[config.mk]
export PLATFORM = sky130hd
export DESIGN_NAME = sccb_master
export DESIGN_NICKNAME = d
export VERILOG_FILES = /design/src/rtl/sccb_pkg.sv /design/src/rtl/sccb_tick.sv /design/src/rtl/sccb_seq.sv /design/src/rtl/sccb_master.sv
export SDC_FILE = /design/constraint.sdc
export NUM_CORES = 1
export LEC_CHECK = 0
export ABC_AREA = 1
export BUFFER_PORTS_ARGS = -buffer_cell sky130_fd_sc_hd__buf_2
export CELL_PAD_IN_SITES_DETAIL_PLACEMENT = 0
export CELL_PAD_IN_SITES_GLOBAL_PLACEMENT = 1
export CORE_AREA = 3 3 88 90
export CTS_CLUSTER_SIZE = 40
export DETAILED_ROUTE_END_ITERATION = 12
export DIE_AREA = 0 0 91 93
export PLACE_DENSITY = 0.83
export SYNTH_ARGS = -nofsm -noshare
export SYNTH_HDL_FRONTEND = slang
export SYNTH_SLANG_ARGS = --single-unit
[constraint.sdc]
create_clock -name clk -period 9 [get_ports clk]
set_input_delay 2.25 -clock clk [delete_from_list [all_inputs] [get_ports clk]]
set_output_delay 2.25 -clock clk [all_outputs]
set_load 0.01 [all_outputs]
[src/rtl/sccb_pkg.sv]
package sccb_pkg;
  localparam int ID_W   = 7;
  localparam int BYTE_W = 8;
  localparam int STEP_W = 3;
  localparam int BIT_W  = 4;
  localparam logic [BIT_W-1:0] BIT_LAST = BIT_W'(BYTE_W);

  typedef enum logic [1:0] {SL_START, SL_BYTE, SL_STOP} slot_e;

  // Slot sequence: write = S B B B P ; read = S B B P S B B P
  function automatic slot_e slot_kind(input logic rd, input logic [STEP_W-1:0] step);
    if (!rd) begin
      if (step == 3'd0) return SL_START;
      if (step == 3'd4) return SL_STOP;
      return SL_BYTE;
    end
    case (step)
      3'd0, 3'd4: return SL_START;
      3'd3, 3'd7: return SL_STOP;
      default:    return SL_BYTE;
    endcase
  endfunction

  function automatic logic [STEP_W-1:0] last_step(input logic rd);
    return rd ? 3'd7 : 3'd4;
  endfunction

  function automatic logic rx_phase(input logic rd, input logic [STEP_W-1:0] step);
    return rd && (step == 3'd6);
  endfunction

  function automatic logic [BYTE_W-1:0] phase_byte(input logic rd,
      input logic [STEP_W-1:0] step, input logic [ID_W-1:0] id,
      input logic [BYTE_W-1:0] sub, input logic [BYTE_W-1:0] wd);
    case (step)
      3'd1:    return {id, 1'b0};
      3'd2:    return sub;
      3'd3:    return rd ? '0 : wd;
      3'd5:    return {id, 1'b1};
      default: return '0;
    endcase
  endfunction
endpackage

[src/rtl/sccb_tick.sv]
module sccb_tick #(
  parameter int DIV = 250
) (
  input  logic clk,
  input  logic rst_n,
  input  logic run,
  output logic tick
);
  localparam int CW = (DIV > 1) ? $clog2(DIV) : 1;
  logic [CW-1:0] cnt_q;

  assign tick = run && (cnt_q == CW'(DIV - 1));

  always_ff @(posedge clk) begin
    if (!rst_n)           cnt_q <= '0;
    else if (!run || tick) cnt_q <= '0;
    else                  cnt_q <= cnt_q + 1'b1;
  end
endmodule

[src/rtl/sccb_seq.sv]
module sccb_seq
  import sccb_pkg::*;
(
  input  logic              clk,
  input  logic              rst_n,
  input  logic              tick,
  input  logic              cmd_valid,
  input  logic              cmd_rd,
  input  logic [ID_W-1:0]   cmd_id,
  input  logic [BYTE_W-1:0] cmd_sub,
  input  logic [BYTE_W-1:0] cmd_wdata,
  input  logic              sda_in,
  output logic              busy,
  output logic              scl_o,
  output logic              sda_oe,
  output logic              sda_out,
  output logic              done,
  output logic [BYTE_W-1:0] rdata,
  output logic              in_ctrl,
  output logic              sample_evt
);
  logic              busy_q, rd_q, oe_q, out_q, done_q;
  logic [ID_W-1:0]   id_q;
  logic [BYTE_W-1:0] sub_q, wd_q, sh_q, rdata_q;
  logic [STEP_W-1:0] step_q, nstep;
  logic [BIT_W-1:0]  bit_q, nbit;
  logic [1:0]        qtr_q, nqtr;
  slot_e             kind, nkind;
  logic              slot_end, fin, noe, nout;
  logic [BYTE_W-1:0] nbyte;

  always_comb begin
    kind     = slot_kind(rd_q, step_q);
    slot_end = (qtr_q == 2'd3) && ((kind != SL_BYTE) || (bit_q == BIT_LAST));
    fin      = slot_end && (step_q == last_step(rd_q));
    nstep    = step_q;
    nbit     = bit_q;
    nqtr     = qtr_q + 2'd1;
    if (slot_end) begin
      nstep = step_q + 3'd1;
      nbit  = '0;
    end else if (qtr_q == 2'd3) begin
      nbit  = bit_q + 4'd1;
    end
    nkind = slot_kind(rd_q, nstep);
    nbyte = phase_byte(rd_q, nstep, id_q, sub_q, wd_q);
    noe   = oe_q;
    nout  = out_q;
    case (nkind)
      SL_START: begin
        noe  = 1'b1;
        nout = (nqtr < 2'd2);
      end
      SL_STOP: if (nqtr != 2'd0) begin
        noe  = 1'b1;
        nout = (nqtr == 2'd3);
      end
      default: if (nqtr == 2'd1) begin
        if (nbit == BIT_LAST) begin
          noe  = rx_phase(rd_q, nstep);
          nout = 1'b1;
        end else if (rx_phase(rd_q, nstep)) begin
          noe  = 1'b0;
          nout = 1'b1;
        end else begin
          noe  = 1'b1;
          nout = nbyte[3'd7 - nbit[2:0]];
        end
      end
    endcase
    sample_evt = busy_q && tick && (kind == SL_BYTE) && rx_phase(rd_q, step_q)
                 && (bit_q < BIT_LAST) && (qtr_q == 2'd2);
  end

  always_ff @(posedge clk) begin
    if (!rst_n) begin
      busy_q <= 1'b0; rd_q <= 1'b0; oe_q <= 1'b0; out_q <= 1'b1; done_q <= 1'b0;
      id_q <= '0; sub_q <= '0; wd_q <= '0; sh_q <= '0; rdata_q <= '0;
      step_q <= '0; bit_q <= '0; qtr_q <= '0;
    end else begin
      done_q <= 1'b0;
      if (!busy_q) begin
        if (cmd_valid) begin
          busy_q <= 1'b1;
          rd_q   <= cmd_rd;
          id_q   <= cmd_id;
          sub_q  <= cmd_sub;
          wd_q   <= cmd_wdata;
          step_q <= '0;
          bit_q  <= '0;
          qtr_q  <= '0;
          oe_q   <= 1'b1;
          out_q  <= 1'b1;
        end
      end else if (tick) begin
        if (sample_evt) sh_q <= {sh_q[BYTE_W-2:0], sda_in};
        if (fin) begin
          busy_q <= 1'b0;
          oe_q   <= 1'b0;
          out_q  <= 1'b1;
          done_q <= 1'b1;
          if (rd_q) rdata_q <= sh_q;
        end else begin
          step_q <= nstep;
          bit_q  <= nbit;
          qtr_q  <= nqtr;
          oe_q   <= noe;
          out_q  <= nout;
        end
      end
    end
  end

  assign busy    = busy_q;
  assign scl_o   = !busy_q || (kind == SL_START) || qtr_q[1];
  assign sda_oe  = oe_q;
  assign sda_out = out_q;
  assign done    = done_q;
  assign rdata   = rdata_q;
  assign in_ctrl = busy_q && (kind != SL_BYTE);
endmodule

[src/rtl/sccb_master.sv]
module sccb_master
  import sccb_pkg::*;
#(
  parameter int QTR_CYCLES = 250
) (
  input  logic              clk,
  input  logic              rst_n,
  input  logic              cmd_valid,
  output logic              cmd_ready,
  input  logic              cmd_rd,
  input  logic [ID_W-1:0]   cmd_id,
  input  logic [BYTE_W-1:0] cmd_sub,
  input  logic [BYTE_W-1:0] cmd_wdata,
  output logic              rsp_done,
  output logic [BYTE_W-1:0] rsp_rdata,
  output logic              scl_o,
  output logic              sda_oe,
  output logic              sda_out,
  input  logic              sda_in
);
  logic busy, tick, in_ctrl, sample_evt;

  sccb_tick #(.DIV(QTR_CYCLES)) u_tick (
    .clk(clk), .rst_n(rst_n), .run(busy), .tick(tick)
  );

  sccb_seq u_seq (
    .clk(clk), .rst_n(rst_n), .tick(tick), .cmd_valid(cmd_valid),
    .cmd_rd(cmd_rd), .cmd_id(cmd_id), .cmd_sub(cmd_sub), .cmd_wdata(cmd_wdata),
    .sda_in(sda_in), .busy(busy), .scl_o(scl_o), .sda_oe(sda_oe),
    .sda_out(sda_out), .done(rsp_done), .rdata(rsp_rdata),
    .in_ctrl(in_ctrl), .sample_evt(sample_evt)
  );

  assign cmd_ready = !busy;
endmodule

# Word-level counts from Yosys, hierarchy flattened
# Index checks and enable logic that the tools add are counted.
# word_totals
reg_bits	61
latchBits	0
ram_bits	0
mem_bits_ro	0
in_bits	28
output_inout_bits	13
word_cells	146
n_memories	0
# op_classes
addsub	5
n_mul	0
n_div	0
n_lt_le_gt_ge	3
eq_ne	26
shift	0
mux	64
bitwise_logic	2
n_reduce_logical	32
# ops
cell	n
8-bit case mux with 4 select lines	1
1-bit two-way mux	31
2-bit two-way mux	15
4-bit two-way mux	6
3-bit == test, second input constant	7
3-bit two-way mux	5
1-bit logical AND	10
2-bit OR reduction	5
3-bit by 2-bit == test with 1-bit output, second input constant	3
3-bit AND reduction	3
8-bit by 1-bit adder with 8-bit output, second input constant	1
2-bit == test, second input constant	4
4-bit == test, second input constant	2
8-bit == test, second input constant	1
8-bit two-way mux	1
2-bit case mux with 2 select lines	2
4-bit AND reduction	2
3-bit logical NOT	2
5-bit != test, second input constant	1
4-bit by 1-bit adder with 4-bit output, second input constant	1
2-bit by 1-bit == test with 1-bit output, second input constant	2
2-bit logical NOT	2
1-bit logical OR	4
3-bit by 4-bit less-than comparator with 1-bit output, second input constant	1
16 further kinds	20

# Logic depth before layout (Yosys ltp)
# logic_depth
ltp_word	25
ltp_mapped	24
mapped_depth_nobuf	23

# By module
# From an unflattened synthesis, not the netlist that was laid out.
# unflattened
cells_unflattened	413
area_unflattened_um2	3128.0
# modules_own_cells
module	instances	cells_per_inst	area_per_inst_um2	seq_area_each_um2
sccb_seq	1	356	2723.9	1061.0
sccb_tick	1	56	400.4	160.2
sccb_master	1	1	3.8	0.0

# Worst setup path before layout
# Ideal clock, no wire load.
# synth_path
path_type	register -> output
start	register u_seq.step_q[0]
end	output scl_o
t_arrival_ns	1.244
required_time_ns	6.750
slack_ns	5.506
path_stages_with_launch	8
path_buffers	0
path_cell_list	dfxtp_1 inv_1 ha_1 nand2_1 o21ai_2 inv_1 nand2_1 nand3_1
# synth_via
elab_chain_len	10
elab_cells_between_ends	19
classes_between	eq/ne (3); mux (10); reduce/logical (6)
# synth_rtl
item	line	source
start: declaration	sccb_seq.sv:25	logic [STEP_W-1:0] step_q, nstep;
start signal: assignment	sccb_seq.sv:104	step_q <= nstep;
3-bit == test	sccb_pkg.sv:14, sccb_pkg.sv:17	
1-bit two-way mux (2 in a row)	sccb_pkg.sv:14	if (step == 3'd4) return SL_STOP;
1-bit two-way mux	sccb_pkg.sv:12	if (!rd) begin
2-bit two-way mux	sccb_pkg.sv:15	return SL_BYTE;
2-bit two-way mux	sccb_pkg.sv:14	
2-bit two-way mux *	sccb_pkg.sv:17	case (step)
2-bit logical NOT *	sccb_seq.sv:115	assign scl_o = !busy_q || (kind == SL_START) || qtr_q[1];
1-bit logical OR * (2 in a row)	sccb_seq.sv:115	
end: declaration	sccb_master.sv:16	output logic scl_o,
# Mark *: on every way between the ends. The rest lies on a longest branch, timed or not. The select of a mux whose other input is x is not followed.

# Final worst setup path
# layout_path
start	input cmd_valid
end	register u_seq.qtr_q[0]
# layout_via
elab_chain_len	2
# layout_rtl
item	line	source
start: declaration	sccb_master.sv:8	input logic cmd_valid,
2-bit nonzero test (no line)	n/a	
3-bit AND reduction (no line)	n/a	
end signal: assignment	sccb_seq.sv:106	qtr_q <= nqtr;
end: declaration	sccb_seq.sv:27	logic [1:0] qtr_q, nqtr;
# Every way passes these cells.
# A chain may end at the register's enable or synchronous reset.

==> results.md <==
- WS Path Type: input port to flop
- Die Wd: 91 um
- Highest Clock Rate: between 0.2 and 0.25 GHz
- Final Util: 0.502
- Min Clock Period, post-route: 4.18 ns
- Initial Util: 0.438
- GRT Total Usage: 0.182
- Worst-Skew Late Latency: approximately 0.33 ns
- Critical Path AT: ~4.4 ns
- Synth warnings: 0
- Crit share post-route: 0.465
- Rows: 31
- Setup WS post-layout: approximately 4.8 ns
- Port bufs: 40
- Cts bufs inserted: 9
- Post-Layout Cell Count: 559
- Number of antenna repair diodes: 0
- Max cap viols: 0
- Initial DRC Count: between 150 and 200
- FF+latch count, synth: approximately 60
- Max VDD drop: approximately 0.087 mV
- DP Cell Count: ~540
- Final HPWL DP: around 5300 um
- Setup tns final: 0 ns
- Clk root buf: clkbuf_8
- Post-synth EDFFs: 0
- Post-route clock skew: between 0.005 and 0.006 ns
- Vias in the first global route: around 2,700
- Largest net degree at the start of global routing: 44
- Worst-path clk slew: around 0.070 ns
- First-pass GRT wire length: about 12,000 um
- Most common cell in the netlist: nor2_1
- CTS tree: yes
- Routed Antenna Nets: 0
- Share of layout cells above drive strength 1: 0.187
- Grt ovf: 0
- Fillers: roughly 730
- Placed cell area: 3370 um2
- Clk sinks: 61
- Post-CTS sizing: 0
- Synth top area cells: dfxtp_1 39%, nor2_1 9.1%, o21ai_0 6.9%
- Average size of a mapped cell: 7.44 um2
- Headroom to the max-slew limit: 0.480
- I/O pin count: 41
- Cell count after synthesis: 420
- RSZ-0062 raised after global routing: no
- Fin. Hold Viols: 0
- Final setup violation count: 0
- Yosys cell types: 40
- First-pass iteration count of the detailed router: 4
- Status: finished, final reports clean
- Via-per-instance ratio: between 4 and 5
- Post-Syn Area: roughly 3100 um2
- Post-synth top area cell: dfxtp_1
- Slew Limit Fails: 0
- Fin area: 3580 um2
- Layout net count: about 500
- WP data required: between 9 and 10 ns
- Tightest Pin Transition: approximately 0.78 ns
- Core box area: a little over 7000 um2
- Initial antenna violation count: 0
- Pre-CTS setup slack: approximately 4.5 ns
- CTS H-Tree Depth: 3
- Routed len/inst: between 10 and 15 um
- Post-CTS setup-driven buffer insertion count: 0
- Pwr dens: 166 nW/um2
- Leakage: approximately 1.5 nW
- Peak fanout along the critical path: 27
- DIE AREA: ~8500 um2
- Die Ht: about 93 um
- Main synth FF type: dfxtp_1
- Syn_nets: between 400 and 500
- Nature of the critical path endpoint: flop
- Asr flop ratio synth: 0
- Area share of the largest cell type after synthesis: 0.391
- RD Place Congestion: roughly 0.81
- Cts hold-fix bufs: 0
- Critical Path Source Type: input port
- Seq/Total Area, Yosys: 0.391
- DRC viols: 0
- Post-Route WL: between 7000 and 8000 um
- Worst min path class: flop to flop
- Max Buffers Root-to-Sink: 2
- Layout area overhead: 14.7%
- Vias: about 2,700
- Synth top cells by count: 76 x nor2_1, 61 x dfxtp_1, 46 x nand2_1
area by class of cell:
class,count,area (um2),share of cell area
flip-flops and latches,61,1220,0.341
inverters,47,181,0.0506
repair buffers,40,200,0.0558
clock inverters,5,75.1,0.0209
clock buffers,10,138,0.0384
multi-input cells,297,1650,0.459
well taps,99,124,0.0346
power by group:
| part | switching (mW) | internal (mW) |
|---|---|---|
| Clock | 0.104 | 0.160 |
| Sequential | 0.00763 | 0.281 |
| Combinational | 0.0266 | 0.0154 |
| Total | 0.138 | 0.457 |
cell families after synthesis:
logic type / Yosys count / share of synthesized area
AO/OA/AOI/OAI: 87 / 0.154
adder cells (fa/ha/maj): 17 / 0.0681
AND/OR/NAND/NOR: 186 / 0.282
XOR/XNOR: 7 / 0.0220
buffers and inverters: 62 / 0.0825
flip-flops: 61 / 0.391
registers in the layout, indices dropped and copies added (netlist names), 2 cells and up:
signal / count
u_seq.step_q: 3
u_seq.bit_q: 4
u_seq.sh_q: 8
u_seq.rdata: 8
u_seq.sub_q: 8
u_seq.qtr_q: 2
u_seq.id_q: 7
u_tick.cnt_q: 8
u_seq.wd_q: 8
worst max-delay path, cell delays in order:
cell and delay (ns):
buf_2 0.09, nand2_1 0.53, clkinv_1 0.85, nor2_4 0.46, nor2_1 0.07, a211oi_1 0.16
final timing paths:
| check | slack, ns | cells after the start | startpoint | end |
|---|---|---|---|---|
| worst min-delay path | 0.47 | 2 | u_seq.sh_q[6]$_SDFFE_PN0P_ | u_seq.sh_q[7]$_SDFFE_PN0P_ |
| worst max register to register | 5.47 | 18 | u_seq.step_q[0]$_SDFFE_PN0P_ | u_seq.sda_oe$_SDFFE_PN0P_ |
| worst min register to register | 0.47 | 2 | u_seq.sh_q[6]$_SDFFE_PN0P_ | u_seq.sh_q[7]$_SDFFE_PN0P_ |
| worst max-delay path | 4.82 | 6 | cmd_valid | u_seq.qtr_q[0]$_SDFFE_PN0P_ |
through the flow:
stage | hold WS, ns | power [mW]
floorplan | 0.434 | 0.321
detailed placement | 0.460 | 0.337
global placement | 0.451 | 0.335
CTS | 0.472 | 0.600
finish | 0.473 | 0.595
global route | 0.498 | 0.622
layout by cell type (no fill, tap or decap), types with 2 or more instances in the layout:
master	instances
inv_1	40
bufinv_16	2
nand2_2	5
o21ai_0	43
o21ai_2	3
a22oi_1	4
a21oi_1	30
nand3_1	37
xor2_1	4
nand2_1	46
clkinv_2	3
nand2_4	5
nor2_4	2
nor2_1	76
nand3_2	3
buf_2	40
nor3_1	3
nand4_1	2
inv_4	2
xnor2_1	2
dfxtp_1	61
inv_2	4
ha_1	17
clkbuf_8	10
layer usage:
layer	up-vias	wire [um]	global-route usage
li1	1437	-	-
met1	1229	3610	0.244
met2	50	3250	0.293
met3	5	290	0.0499
met4	0	58	0.0415
met5	-	0	0
No activity file was read; power rests on OpenSTA's default activity.
